==> config.mk <==
export PLATFORM = sky130hd
export DESIGN_NAME = pkt_tx_framer
export DESIGN_NICKNAME = d
export VERILOG_FILES = /design/src/rtl/txf_pkg.sv /design/src/rtl/txf_fifo.sv /design/src/rtl/txf_irq.sv /design/src/rtl/txf_framer.sv /design/src/rtl/pkt_tx_framer.sv
export SDC_FILE = /design/constraint.sdc
export NUM_CORES = 1
export LEC_CHECK = 0
export ABC_CLOCK_PERIOD_IN_PS = 6500
export BUFFER_PORTS_ARGS = -buffer_cell sky130_fd_sc_hd__buf_2
export CAP_MARGIN = 10
export CELL_PAD_IN_SITES_DETAIL_PLACEMENT = 1
export CELL_PAD_IN_SITES_GLOBAL_PLACEMENT = 1
export CORE_ASPECT_RATIO = 0.75
export CORE_MARGIN = 3
export CORE_UTILIZATION = 50
export CTS_BUF_LIST = sky130_fd_sc_hd__clkbuf_16
export DETAILED_ROUTE_END_ITERATION = 8
export PLACE_DENSITY_LB_ADDON = 0.1
export SKIP_CTS_REPAIR_TIMING = 1
export SYNTH_ARGS = -nofsm -noshare
export SYNTH_HDL_FRONTEND = slang
export SYNTH_SLANG_ARGS = --single-unit
==> constraint.sdc <==
create_clock -name clk -period 6.5 [get_ports clk]
set_input_delay 0.325 -clock clk [delete_from_list [all_inputs] [get_ports clk]]
set_output_delay 0.325 -clock clk [all_outputs]
set_load 0.01 [all_outputs]
==> src/rtl/txf_pkg.sv <==
// Shared types and the CRC step for the TX packet framer.
// Assumes byte-wise CRC-16 with polynomial 0x1021, data MSB first.
package txf_pkg;

    typedef enum logic [2:0] {
        ST_IDLE,
        ST_PRE,
        ST_SYNC,
        ST_HDR,
        ST_PAY,
        ST_CRCH,
        ST_CRCL
    } fr_state_t;

    localparam int unsigned IRQ_SENT  = 0;
    localparam int unsigned IRQ_UNDER = 1;
    localparam int unsigned IRQ_OVER  = 2;
    localparam int unsigned IRQ_N     = 3;

    // Advance the CRC register over one data byte, MSB first.
    function automatic logic [15:0] crc16_byte(input logic [15:0] c, input logic [7:0] d);
        logic [15:0] r;
        r = c;
        for (int i = 7; i >= 0; i--) begin
            if (r[15] ^ d[i]) r = {r[14:0], 1'b0} ^ 16'h1021;
            else              r = {r[14:0], 1'b0};
        end
        return r;
    endfunction

endpackage

==> src/rtl/txf_fifo.sv <==
// Transmit byte FIFO with fill level and threshold flags.
// Assumes DEPTH is a power of two. Clear has priority over read and write.
// A write while full is dropped and reported on ovf.
module txf_fifo #(
    parameter int DEPTH  = 64,
    parameter int THR_W  = 6,
    parameter int AF_DEF = 55,
    parameter int AE_DEF = 4,
    localparam int AW    = $clog2(DEPTH),
    localparam int LW    = AW + 1
) (
    input  logic             clk,
    input  logic             rst_n,
    input  logic             clr,
    input  logic             wr_en,
    input  logic [7:0]       wr_data,
    input  logic             rd_en,
    output logic [7:0]       rd_data,
    output logic             empty,
    output logic [LW-1:0]    level,
    output logic             afull,
    output logic             aempty,
    output logic             ovf,
    input  logic             thr_wr,
    input  logic [THR_W-1:0] thr_af_in,
    input  logic [THR_W-1:0] thr_ae_in
);

    logic [7:0]       mem [DEPTH];
    logic [AW-1:0]    wp, rp;
    logic [LW-1:0]    lvl;
    logic [THR_W-1:0] thr_af, thr_ae;
    logic             full, push, pop;

    assign full  = (lvl == LW'(DEPTH));
    assign empty = (lvl == '0);
    assign push  = wr_en && !full && !clr;
    assign pop   = rd_en && !empty && !clr;
    assign ovf   = wr_en && full && !clr;

    // Store an accepted byte.
    always_ff @(posedge clk) begin
        if (push) mem[wp] <= wr_data;
    end

    // Pointer and fill-level update.
    always_ff @(posedge clk) begin
        if (!rst_n || clr) begin
            wp  <= '0;
            rp  <= '0;
            lvl <= '0;
        end else begin
            if (push) wp <= wp + AW'(1);
            if (pop)  rp <= rp + AW'(1);
            case ({push, pop})
                2'b10:   lvl <= lvl + LW'(1);
                2'b01:   lvl <= lvl - LW'(1);
                default: lvl <= lvl;
            endcase
        end
    end

    // Threshold registers with reset defaults.
    always_ff @(posedge clk) begin
        if (!rst_n) begin
            thr_af <= THR_W'(AF_DEF);
            thr_ae <= THR_W'(AE_DEF);
        end else if (thr_wr) begin
            thr_af <= thr_af_in;
            thr_ae <= thr_ae_in;
        end
    end

    assign rd_data = mem[rp];
    assign level   = lvl;
    assign afull   = (lvl >  LW'(thr_af));
    assign aempty  = (lvl <= LW'(thr_ae));

    a_r7_level_max: assert property (@(posedge clk) disable iff (!rst_n)
        lvl <= LW'(DEPTH));
    a_r7_full_write_dropped: assert property (@(posedge clk) disable iff (!rst_n)
        (full && wr_en && !rd_en && !clr) |=> (lvl == LW'(DEPTH)));
    a_r8_clear_empties: assert property (@(posedge clk) disable iff (!rst_n)
        clr |=> (lvl == '0));

endmodule

==> src/rtl/txf_irq.sv <==
// Latched event status with per-source enables and an active-low interrupt.
// A read strobe clears all bits, but an event in the same cycle wins.
module txf_irq #(
    parameter int N = 3
) (
    input  logic         clk,
    input  logic         rst_n,
    input  logic [N-1:0] set,
    input  logic [N-1:0] en,
    input  logic         rd,
    output logic [N-1:0] status,
    output logic         irq_n
);

    // Sticky status, cleared by read.
    always_ff @(posedge clk) begin
        if (!rst_n) status <= '0;
        else        status <= set | (status & ~{N{rd}});
    end

    assign irq_n = ~|(status & en);

    for (genvar i = 0; i < N; i++) begin : g_chk
        a_r10_event_sticks: assert property (@(posedge clk) disable iff (!rst_n)
            set[i] |=> status[i]);
    end

    a_r11_read_clears: assert property (@(posedge clk) disable iff (!rst_n)
        (rd && (set == '0)) |=> (status == '0));

endmodule

==> src/rtl/txf_framer.sv <==
// Frame sequencer and bit serializer. Assumes the configuration inputs are
// stable while busy. A new byte is chosen at the end of each byte; the CRC
// is updated when a header or payload byte is loaded. SYNC_MAX and HDR_MAX
// are at least 2.
module txf_framer
    import txf_pkg::*;
#(
    parameter int PRE_W    = 9,
    parameter int PAY_W    = 8,
    parameter int SYNC_MAX = 4,
    parameter int HDR_MAX  = 4,
    localparam int SI_W    = $clog2(SYNC_MAX),
    localparam int HI_W    = $clog2(HDR_MAX),
    localparam int HL_W    = $clog2(HDR_MAX + 1),
    localparam int CNT_W   = (PRE_W > PAY_W) ? PRE_W : PAY_W
) (
    input  logic                  clk,
    input  logic                  rst_n,
    input  logic                  tx_start,
    input  logic                  bit_en,
    input  logic [PRE_W-1:0]      cfg_pre_m1,
    input  logic [SI_W-1:0]       cfg_sync_m1,
    input  logic [8*SYNC_MAX-1:0] cfg_sync_word,
    input  logic [HL_W-1:0]       cfg_hdr_len,
    input  logic [8*HDR_MAX-1:0]  cfg_hdr,
    input  logic [PAY_W-1:0]      cfg_pay_len,
    input  logic                  cfg_crc_en,
    input  logic [7:0]            fifo_rdata,
    input  logic                  fifo_empty,
    output logic                  fifo_pop,
    output logic                  tx_bit,
    output logic                  busy,
    output logic                  sent_pulse,
    output logic                  under_pulse
);

    fr_state_t            st, nxt_st, after_sync, after_hdr, after_pay;
    logic [CNT_W-1:0]     cnt, nxt_cnt;
    logic [7:0]           sh, nxt_byte;
    logic [2:0]           bitc;
    logic [15:0]          crc;
    logic                 byte_end, load_pay;
    logic [8*SYNC_MAX-1:0] sync_sh;
    logic [8*HDR_MAX-1:0]  hdr_sh;

    assign busy     = (st != ST_IDLE);
    assign byte_end = busy && bit_en && (bitc == 3'd7);

    // Which field follows a field that has just finished.
    always_comb begin
        after_pay  = cfg_crc_en ? ST_CRCH : ST_IDLE;
        after_hdr  = (cfg_pay_len != '0) ? ST_PAY : after_pay;
        after_sync = (cfg_hdr_len != '0) ? ST_HDR : after_hdr;
    end

    // Field and byte index of the next byte.
    always_comb begin
        nxt_st  = st;
        nxt_cnt = cnt + CNT_W'(1);
        unique case (st)
            ST_PRE:  if (cnt == CNT_W'(cfg_pre_m1)) begin
                         nxt_st = ST_SYNC; nxt_cnt = '0;
                     end
            ST_SYNC: if (cnt == CNT_W'(cfg_sync_m1)) begin
                         nxt_st = after_sync; nxt_cnt = '0;
                     end
            ST_HDR:  if (cnt == CNT_W'(cfg_hdr_len) - CNT_W'(1)) begin
                         nxt_st = after_hdr; nxt_cnt = '0;
                     end
            ST_PAY:  if (cnt == CNT_W'(cfg_pay_len) - CNT_W'(1)) begin
                         nxt_st = after_pay; nxt_cnt = '0;
                     end
            ST_CRCH: begin nxt_st = ST_CRCL; nxt_cnt = '0; end
            ST_CRCL: begin nxt_st = ST_IDLE; nxt_cnt = '0; end
            default: begin nxt_st = ST_IDLE; nxt_cnt = '0; end
        endcase
    end

    // Content of the next byte.
    always_comb begin
        sync_sh = cfg_sync_word << {nxt_cnt[SI_W-1:0], 3'b000};
        hdr_sh  = cfg_hdr << {nxt_cnt[HI_W-1:0], 3'b000};
        unique case (nxt_st)
            ST_PRE:  nxt_byte = 8'h55;
            ST_SYNC: nxt_byte = sync_sh[8*SYNC_MAX-1 -: 8];
            ST_HDR:  nxt_byte = hdr_sh[8*HDR_MAX-1 -: 8];
            ST_PAY:  nxt_byte = fifo_empty ? 8'h00 : fifo_rdata;
            ST_CRCH: nxt_byte = crc[15:8];
            ST_CRCL: nxt_byte = crc[7:0];
            default: nxt_byte = 8'h00;
        endcase
    end

    assign load_pay    = byte_end && (nxt_st == ST_PAY);
    assign fifo_pop    = load_pay && !fifo_empty;
    assign under_pulse = load_pay && fifo_empty;
    assign sent_pulse  = byte_end && (nxt_st == ST_IDLE);

    // Sequencer, shifter and CRC register.
    always_ff @(posedge clk) begin
        if (!rst_n) begin
            st     <= ST_IDLE;
            cnt    <= '0;
            sh     <= '0;
            bitc   <= '0;
            crc    <= 16'hFFFF;
            tx_bit <= 1'b0;
        end else if (st == ST_IDLE) begin
            if (tx_start) begin
                st   <= ST_PRE;
                cnt  <= '0;
                sh   <= 8'h55;
                bitc <= '0;
                crc  <= 16'hFFFF;
            end
        end else if (bit_en) begin
            tx_bit <= sh[7];
            bitc   <= bitc + 3'd1;
            if (bitc == 3'd7) begin
                st  <= nxt_st;
                cnt <= nxt_cnt;
                sh  <= nxt_byte;
                if (nxt_st == ST_HDR || nxt_st == ST_PAY)
                    crc <= crc16_byte(crc, nxt_byte);
            end else begin
                sh <= {sh[6:0], 1'b0};
            end
        end
    end

    a_r5_stop_on_strobe: assert property (@(posedge clk) disable iff (!rst_n)
        $fell(busy) |-> $past(bit_en));
    a_r5_no_self_start: assert property (@(posedge clk) disable iff (!rst_n)
        (!busy && !tx_start) |=> !busy);
    a_r5_idle_output_holds: assert property (@(posedge clk) disable iff (!rst_n)
        !busy |=> $stable(tx_bit));
    a_r6_underflow_while_busy: assert property (@(posedge clk) disable iff (!rst_n)
        under_pulse |-> busy);

endmodule

==> src/rtl/pkt_tx_framer.sv <==
// Top of the TX packet framer: FIFO, frame serializer and interrupt status.
// Status bit 0 sent, 1 underflow, 2 overflow.
module pkt_tx_framer
    import txf_pkg::*;
#(
    parameter int DEPTH    = 64,
    parameter int THR_W    = 6,
    parameter int PRE_W    = 9,
    parameter int PAY_W    = 8,
    parameter int SYNC_MAX = 4,
    parameter int HDR_MAX  = 4,
    localparam int LW      = $clog2(DEPTH) + 1,
    localparam int SI_W    = $clog2(SYNC_MAX),
    localparam int HL_W    = $clog2(HDR_MAX + 1)
) (
    input  logic                  clk,
    input  logic                  rst_n,
    input  logic                  fifo_wr,
    input  logic [7:0]            fifo_wdata,
    input  logic                  fifo_clr,
    input  logic                  thr_wr,
    input  logic [THR_W-1:0]      thr_afull,
    input  logic [THR_W-1:0]      thr_aempty,
    output logic [LW-1:0]         fifo_level,
    output logic                  fifo_afull,
    output logic                  fifo_aempty,
    input  logic                  tx_start,
    input  logic                  bit_en,
    input  logic [PRE_W-1:0]      cfg_pre_m1,
    input  logic [SI_W-1:0]       cfg_sync_m1,
    input  logic [8*SYNC_MAX-1:0] cfg_sync_word,
    input  logic [HL_W-1:0]       cfg_hdr_len,
    input  logic [8*HDR_MAX-1:0]  cfg_hdr,
    input  logic [PAY_W-1:0]      cfg_pay_len,
    input  logic                  cfg_crc_en,
    input  logic [IRQ_N-1:0]      irq_en,
    input  logic                  irq_rd,
    output logic [IRQ_N-1:0]      irq_status,
    output logic                  irq_n,
    output logic                  tx_bit,
    output logic                  tx_busy
);

    logic [7:0]       rdata;
    logic             empty, pop, ovf, sent, under;
    logic [IRQ_N-1:0] ev;

    txf_fifo #(.DEPTH(DEPTH), .THR_W(THR_W), .AF_DEF(55), .AE_DEF(4)) u_fifo (
        .clk(clk), .rst_n(rst_n), .clr(fifo_clr),
        .wr_en(fifo_wr), .wr_data(fifo_wdata),
        .rd_en(pop), .rd_data(rdata), .empty(empty),
        .level(fifo_level), .afull(fifo_afull), .aempty(fifo_aempty), .ovf(ovf),
        .thr_wr(thr_wr), .thr_af_in(thr_afull), .thr_ae_in(thr_aempty)
    );

    txf_framer #(.PRE_W(PRE_W), .PAY_W(PAY_W), .SYNC_MAX(SYNC_MAX), .HDR_MAX(HDR_MAX)) u_framer (
        .clk(clk), .rst_n(rst_n), .tx_start(tx_start), .bit_en(bit_en),
        .cfg_pre_m1(cfg_pre_m1), .cfg_sync_m1(cfg_sync_m1), .cfg_sync_word(cfg_sync_word),
        .cfg_hdr_len(cfg_hdr_len), .cfg_hdr(cfg_hdr), .cfg_pay_len(cfg_pay_len),
        .cfg_crc_en(cfg_crc_en), .fifo_rdata(rdata), .fifo_empty(empty),
        .fifo_pop(pop), .tx_bit(tx_bit), .busy(tx_busy),
        .sent_pulse(sent), .under_pulse(under)
    );

    always_comb begin
        ev            = '0;
        ev[IRQ_SENT]  = sent;
        ev[IRQ_UNDER] = under;
        ev[IRQ_OVER]  = ovf;
    end

    txf_irq #(.N(IRQ_N)) u_irq (
        .clk(clk), .rst_n(rst_n), .set(ev), .en(irq_en), .rd(irq_rd),
        .status(irq_status), .irq_n(irq_n)
    );

endmodule

# After elaboration in Yosys (flattened, before gate mapping)
# Memories as Yosys holds them, arrays and structs flattened. A register that Yosys moved wholly into a read port is not among the register bits.
# Index checks and enable logic that the tools add are counted.
[word_totals]
input_bits = 118
elab_cells = 183
reg_bits = 74
mem_count = 1
ramBits = 512
output_inout_bits = 15
[op_classes]
add_sub_neg = 8
n_bitwise = 21
shift = 2
n_eq_ne = 20
mux = 83
n_reduce_logical = 34
n_lt_le_gt_ge = 2
[memory_table]
columns = ["memory", "depth", "width", "read_ports", "rd_clocked_by_memory_dff", "wr", "line_no", "text"]
rows = [
  ["u_fifo.mem", 64, 8, 1, 1, 1, "txf_fifo.sv:29", "logic [7:0] mem [DEPTH];"],
]
[ops]
columns = ["operator", "n"]
rows = [
  ["16-bit two-way mux", 40],
  ["13-bit two-way mux", 8],
  ["9-bit two-way mux", 8],
  ["32-bit by 5-bit << shifter with 32-bit output", 2],
  ["8-bit one-hot mux with 6 select lines", 1],
  ["3-bit two-way mux", 14],
  ["8-bit two-way mux", 5],
  ["9-bit one-hot mux with 4 select lines", 1],
  ["9-bit equality test", 3],
  ["3-bit NOT", 9],
  ["3-bit equality test (second input constant)", 6],
  ["3-bit one-hot mux with 5 select lines", 1],
  ["7-bit one-hot mux with 2 select lines", 1],
  ["6-bit by 1-bit adder with 6-bit output (second input constant)", 2],
  ["3-bit by 2-bit equality test with 1-bit output (second input constant)", 4],
  ["1-bit logical AND", 12],
  ["6-bit two-way mux", 2],
  ["9-bit by 1-bit adder with 9-bit output (second input constant)", 1],
  ["9-bit by 2-bit equality test with 1-bit output", 1],
  ["8-bit by 1-bit subtractor with 9-bit output (second input constant)", 1],
  ["2-bit nonzero test", 4],
  ["8-bit nonzero test", 1],
  ["1-bit bitwise XOR", 8],
  ["7-bit by 1-bit adder with 7-bit output (second input constant)", 1],
  ["23 further kinds", 34],
]

# Longest topological paths before layout
[logic_depth]
depth_word = 62
depth_mapped = 21
depth_no_buf = 20

# Modules after synthesis
# Synthesis repeated with hierarchy kept, for this count alone.
[hier_totals]
cells_unflattened = 1635
area_unflattened_um2 = 25858.6
[by_module_without_submodules]
columns = ["mod", "area_each_um2", "cells_per_inst", "seq_area_each_um2", "instances"]
rows = [
  ["txf_fifo", 22127.5, 1165, 16115.5, 1],
  ["txf_framer", 3619.7, 460, 800.8, 1],
  ["txf_irq", 111.4, 10, 60.1, 1],
]

# Least setup slack after synthesis
# No wires, ideal clock.
[synth_path]
path_type = "input port to flip-flop"
start = "input port cfg_pay_len[0]"
end = "register u_fifo.lvl[6], in the netlist u_fifo.level[6]"
slack_ps = 2000
stages = 21
t_required_ps = 6429
t_arrival_ps = 4430
setup_time_ps = 71
path_buffers = 1
cell_sequence = "inv_1 -> ha_1 -> or3b_4 -> o22a_1 -> a311oi_2 -> o2bb2ai_1 -> o211a_1 -> buf_6 -> o2111ai_1 -> nor3_1 -> ha_1 -> inv_1 -> fa_1 -> nor2b_1 -> o21ai_0 -> nand2b_1 -> a21o_1 -> a21oi_1 -> xnor2_1 -> or3_1 -> a21oi_1"
[synth_via]
elab_chain_cells = 12
elab_cells_between_ends = 18
cone_classes = "add/sub: 1; eq/ne: 4; mux: 7; reduce/logical: 6"
[synth_rtl]
columns = ["item", "line_no", "text"]
rows = [
  ["from (decl)", "pkt_tx_framer.sv:34", "input logic [PAY_W-1:0] cfg_pay_len,"],
  ["branches (longest 4 deep; another with 8-bit by 1-bit subtractor with 9-bit output)", "n/a", ""],
  ["3-bit one-hot mux with 5 select lines *", "txf_framer.sv:60", "unique case (st)"],
  ["3-bit equality test *", "txf_framer.sv:94", "assign load_pay = byte_end && (nxt_st == ST_PAY);"],
  ["1-bit logical AND *", "txf_framer.sv:94", ""],
  ["1-bit logical AND *", "txf_framer.sv:95", "assign fifo_pop = load_pay && !fifo_empty;"],
  ["1-bit logical AND * (2 in a row)", "txf_fifo.sv:38", "assign pop = rd_en && !empty && !clr;"],
  ["2-bit by 1-bit equality test with 1-bit output or 2-bit equality test (tied branches)", "txf_fifo.sv:55", "case ({push, pop})"],
  ["7-bit one-hot mux with 2 select lines or 2-bit nonzero test (tied branches)", "n/a", ""],
  ["to (signal assigned)", "txf_fifo.sv:56", "2'b10: lvl <= lvl + LW'(1);"],
  ["to (signal assigned)", "txf_fifo.sv:57", "2'b01: lvl <= lvl - LW'(1);"],
  ["to (signal assigned)", "txf_fifo.sv:58", "default: lvl <= lvl;"],
  ["to (decl)", "txf_fifo.sv:31", "logic [LW-1:0] lvl;"],
]
# Every way passes the cells marked *.
# A chain may end at the register's enable or synchronous reset.

# Worst setup path after layout
[layout_path]
start = "register u_framer.cnt[2]"
end = "register u_fifo.lvl[6], in the netlist u_fifo.level[6]"
[layout_via]
elab_chain_cells = 10
elab_cells_between_ends = 18
cone_classes = "eq/ne: 7; mux: 6; reduce/logical: 5"
[layout_rtl]
columns = ["item", "line_no", "text"]
rows = [
  ["from (decl)", "txf_framer.sv:38", "logic [CNT_W-1:0] cnt, nxt_cnt;"],
  ["from (signal assigned)", "txf_framer.sv:121", "cnt <= nxt_cnt;"],
  ["9-bit equality test, or another cell as far along", "txf_framer.sv:70", "ST_PAY: if (cnt == CNT_W'(cfg_pay_len) - CNT_W'(1)) begin"],
  ["3-bit two-way mux, on equally long branches", "n/a", ""],
  ["3-bit one-hot mux with 5 select lines *", "txf_framer.sv:60", ""],
  ["3-bit equality test *", "txf_framer.sv:94", ""],
  ["1-bit logical AND *", "txf_framer.sv:94", ""],
  ["1-bit logical AND *", "txf_framer.sv:95", ""],
  ["1-bit logical AND * (2 in a row)", "txf_fifo.sv:38", ""],
  ["2-bit by 1-bit equality test with 1-bit output or 2-bit equality test (tied branches)", "txf_fifo.sv:55", ""],
  ["7-bit one-hot mux with 2 select lines or 2-bit nonzero test (tied branches)", "n/a", ""],
]
# Mark *: on every way between the ends. The rest lies on a longest branch, timed or not.

==> results.sh <==
export IMPL_grt_pass1_vias=15200
export IMPL_syn_area_per_cell_sq_um=16.8
export IMPL_vias=14600
export IMPL_max_stage_delay_ps=560
export IMPL_core_sq_um=49600
export IMPL_clock_fmax_mhz=195
export IMPL_initial_core_util_pct=51.4
export IMPL_crit_path_top_delay_cell="dfxtp_1"
export IMPL_grt_overflow_total=0
export IMPL_skew_ps=22.4
export IMPL_wl_per_cell_um=27.6
export IMPL_drive_gt1_share_pct=25.5
export IMPL_port_buffers=132
export IMPL_mostFrequentLayoutCells="edfxtp_1, mux4_2, buf_2"
export IMPL_ys_async_sr_fraction_pct=0
export IMPL_slew_violations=0
export IMPL_critical_path_max_fanout=11
export IMPL_critPathRequiredTime_ps=7040
export IMPL_nets=1816
export IMPL_ir_drop_mv=0.232
export IMPL_synth_enable_flop_cells=512
export IMPL_numCtsBuffers=56
export IMPL_worst_ep_arrival_time_ps=5660
export IMPL_diodes=0
export IMPL_die_h_um=202
export IMPL_period_minus_slack_ps=5130
export IMPL_syn_nets=1666
export IMPL_critPathCaptureType="flip-flop"
export IMPL_dr_first_iter_drc_count=1515
export IMPL_min_path_type="primary input to flip-flop"
export IMPL_crit_buf_inv=1
export IMPL_drt_pass1_iter_count=5
export IMPL_rsz0062_at_grt="no"
export IMPL_synthToLayoutAreaGrowth_pct=13.0
export IMPL_pin_count=133
export IMPL_h_tree_depth=2
export IMPL_outcome="finished, violations left"
export IMPL_routed_wl_um=65300
export IMPL_critPathLaunchType="flip-flop"
export IMPL_layout_worst_path_cycle_share_pct=78.9
export IMPL_rows=70
export IMPL_worstSetupPathType="flip-flop to flip-flop"
export IMPL_hold_violations=2
export IMPL_track_usage_pct=24.5
export IMPL_violations="negative hold slack"
export IMPL_ys_flop_type="edfxtp_1"
export IMPL_cts_tree="yes"
export IMPL_syn_cell_area_sq_um=25500
export IMPL_layout_commonest_cell="edfxtp_1"
export IMPL_crit_family="compound AO/OA/AOI/OAI gates"
export IMPL_place_hpwl_um=42800
export IMPL_yosysWarnings=0
export IMPL_die_area_sq_um=53700
export IMPL_clk_path_buf_depth=3
export IMPL_yosysSeqAreaShare_pct=66.6
export IMPL_gp_congestion=0.878
export IMPL_synthCells=1521
export IMPL_tightest_slew_ps=1190
export IMPL_synth_seq_cells=592
export IMPL_synth_distinct_cells=85
export IMPL_p_per_area_nw_per_um2=314
export IMPL_cts_sinks=592
export IMPL_clockRootBuffer="clkbuf_16"
export IMPL_drv_cap=0
export IMPL_postRouteAntennaNets=0
export IMPL_setup_ws_ps=1370
export IMPL_path_clk_slew_ps=60
export IMPL_whs_ps=-9.11
export IMPL_p_leak_uw=0.00950
export IMPL_grt_max_degree=65
export IMPL_slew_limit_headroom_pct=20.4
export IMPL_grt_pass1_wl_um=97700
export IMPL_finalSetupViolations=0
export IMPL_drt_vias_per_instance=6.19
export IMPL_insertion_delay_ps=620
export IMPL_preCtsSetupSlack_ps=1390
export IMPL_drc=0
export IMPL_finalSetupTns_ps=0
export IMPL_path_cells="xor3_1, nor3_1, o21ai_0, a21bo_2, o2111ai_1, o2111ai_1, nor3_1, ha_1, inv_1, fa_1, nor2b_1, o21ai_0, nand2b_1, a21o_1, a21oi_1, xnor2_1, or3_1, a21oi_1"
export IMPL_antenna_found_initial=1
export IMPL_die_w_um=267
[Yosys cell counts (all sizes together) (4+ instances only)]
library cell,count,area (sq um)
nor2b,25,156
and3,4,25.0
a32oi,5,43.8
mux2,5,56.3
mux4,164,3690
a221oi,4,52.6
a21oi,46,241
o21ai,44,220
o211a,5,50.1
nor2,125,469
or2,9,56.3
a22oi,11,82.6
nor4,8,80.1
xnor2,17,156
clkbuf,40,150
or3,6,37.5
dfxtp,80,1600
a21o,9,67.6
o211ai,20,155
mux2i,26,260
nor3b,4,30.0
edfxtp,512,15400
a31oi,14,93.8
xor2,30,263
nand2b,10,62.6
xor3,4,96.3
ha,26,325
buf,35,183
nand3,17,85.1
nand2,84,325
a22o,5,43.8
o22a,10,87.6
o22ai,6,37.5
a211oi,5,47.5
o221ai,6,52.6
inv,32,120
nand4,5,31.3
nor3,11,55.1
nand3b,5,37.5
and2,10,65.1
[per-stage QoR]
| step | std cells | util [%] | total power (uW) | instance area (sq um) |
|---|---|---|---|---|
| after floorplan | 1521 | - | 5400 | 25500 |
| after global placement | 2247 | 54.1 | 5830 | 26800 |
| after detailed placement | 2247 | 54.1 | 5870 | 26800 |
| after CTS | 2349 | 57.8 | 9090 | 28600 |
| after global routing | 2363 | 58.1 | 9420 | 28800 |
| final | 2363 | 58.1 | 9060 | 28800 |
[kinds of logic (layout without fill, tap and decap cells)]
logic type,count (synthesis),count (layout),share of synthesized area (%)
DFF,592,592,66.6
AOI/OAI and AO/OA,210,210,5.83
adders and majority gates,27,27,1.35
muxes,195,195,15.7
buffers and inverters,108,302,1.79
xor gates and xnor gates,53,53,2.20
and+or+nand+nor,336,336,6.48
[layer usage]
metal | global-route usage [%] | vias to the layer above | wire (um)
met4 | 5.89 | 0 | 1340
met2 | 36.6 | 482 | 29900
met1 | 37.0 | 7705 | 29500
met3 | 5.16 | 89 | 4490
met5 | 0 | - | 0
li1 | - | 6356 | -
[report_power, final]
part	internal (uW)	total [uW]	switching (uW)
Clock	1800	3220	1420
Combinational	599	1560	965
Sequential	4190	4270	83.8
Total	6580	9060	2470
[state kept, by name, indices dropped and copies added, names as in the netlist, 6 cells and up, named ones only]
| signal | cells |
|---|---|
| u_fifo.mem | 512 |
| u_framer.crc | 16 |
| u_framer.cnt | 9 |
| u_framer.sh | 8 |
| u_fifo.level | 7 |
| u_fifo.rp | 6 |
| u_fifo.thr_ae | 6 |
| u_fifo.thr_af | 6 |
| u_fifo.wp | 6 |
[final cells by class]
| cell class | count | area, sq um |
|---|---|---|
| Tap cell | 648 | 811 |
| Fill cell | 4498 | 20800 |
| Inverter | 33 | 124 |
| Multi-Input combinational cell | 821 | 8050 |
| Clock inverter | 45 | 368 |
| Sequential cell | 592 | 17000 |
| Timing Repair Buffer | 167 | 1040 |
| Clock buffer | 57 | 1430 |
[worst paths after layout]
kind / start / end / slack [ps] / cells after the start
setup / recovery: u_framer.cnt[2] / u_fifo.level[6] / 1370 / 18
hold reg to reg: u_framer.sh[7] / u_framer.tx_bit / 480 / 2
setup reg to reg: u_framer.cnt[2] / u_fifo.level[6] / 1370 / 18
hold / removal: thr_aempty[5] / u_fifo.thr_ae[5] / -9 / 3
[worst reg2reg max path, cell delays in order, from the launching register on]
cell       delay [ps]
dfxtp_1           560
xor3_1            490
nor3_1            360
o21ai_0           160
a21bo_2           260
o2111ai_1         240
o2111ai_1         400
nor3_1            500
ha_1              410
inv_1             130
fa_1              390
nor2b_1           160
o21ai_0           100
nand2b_1          120
a21o_1            130
a21oi_1            70
xnor2_1           130
or3_1             300
a21oi_1           130
(Power assumes the default switching activity.)
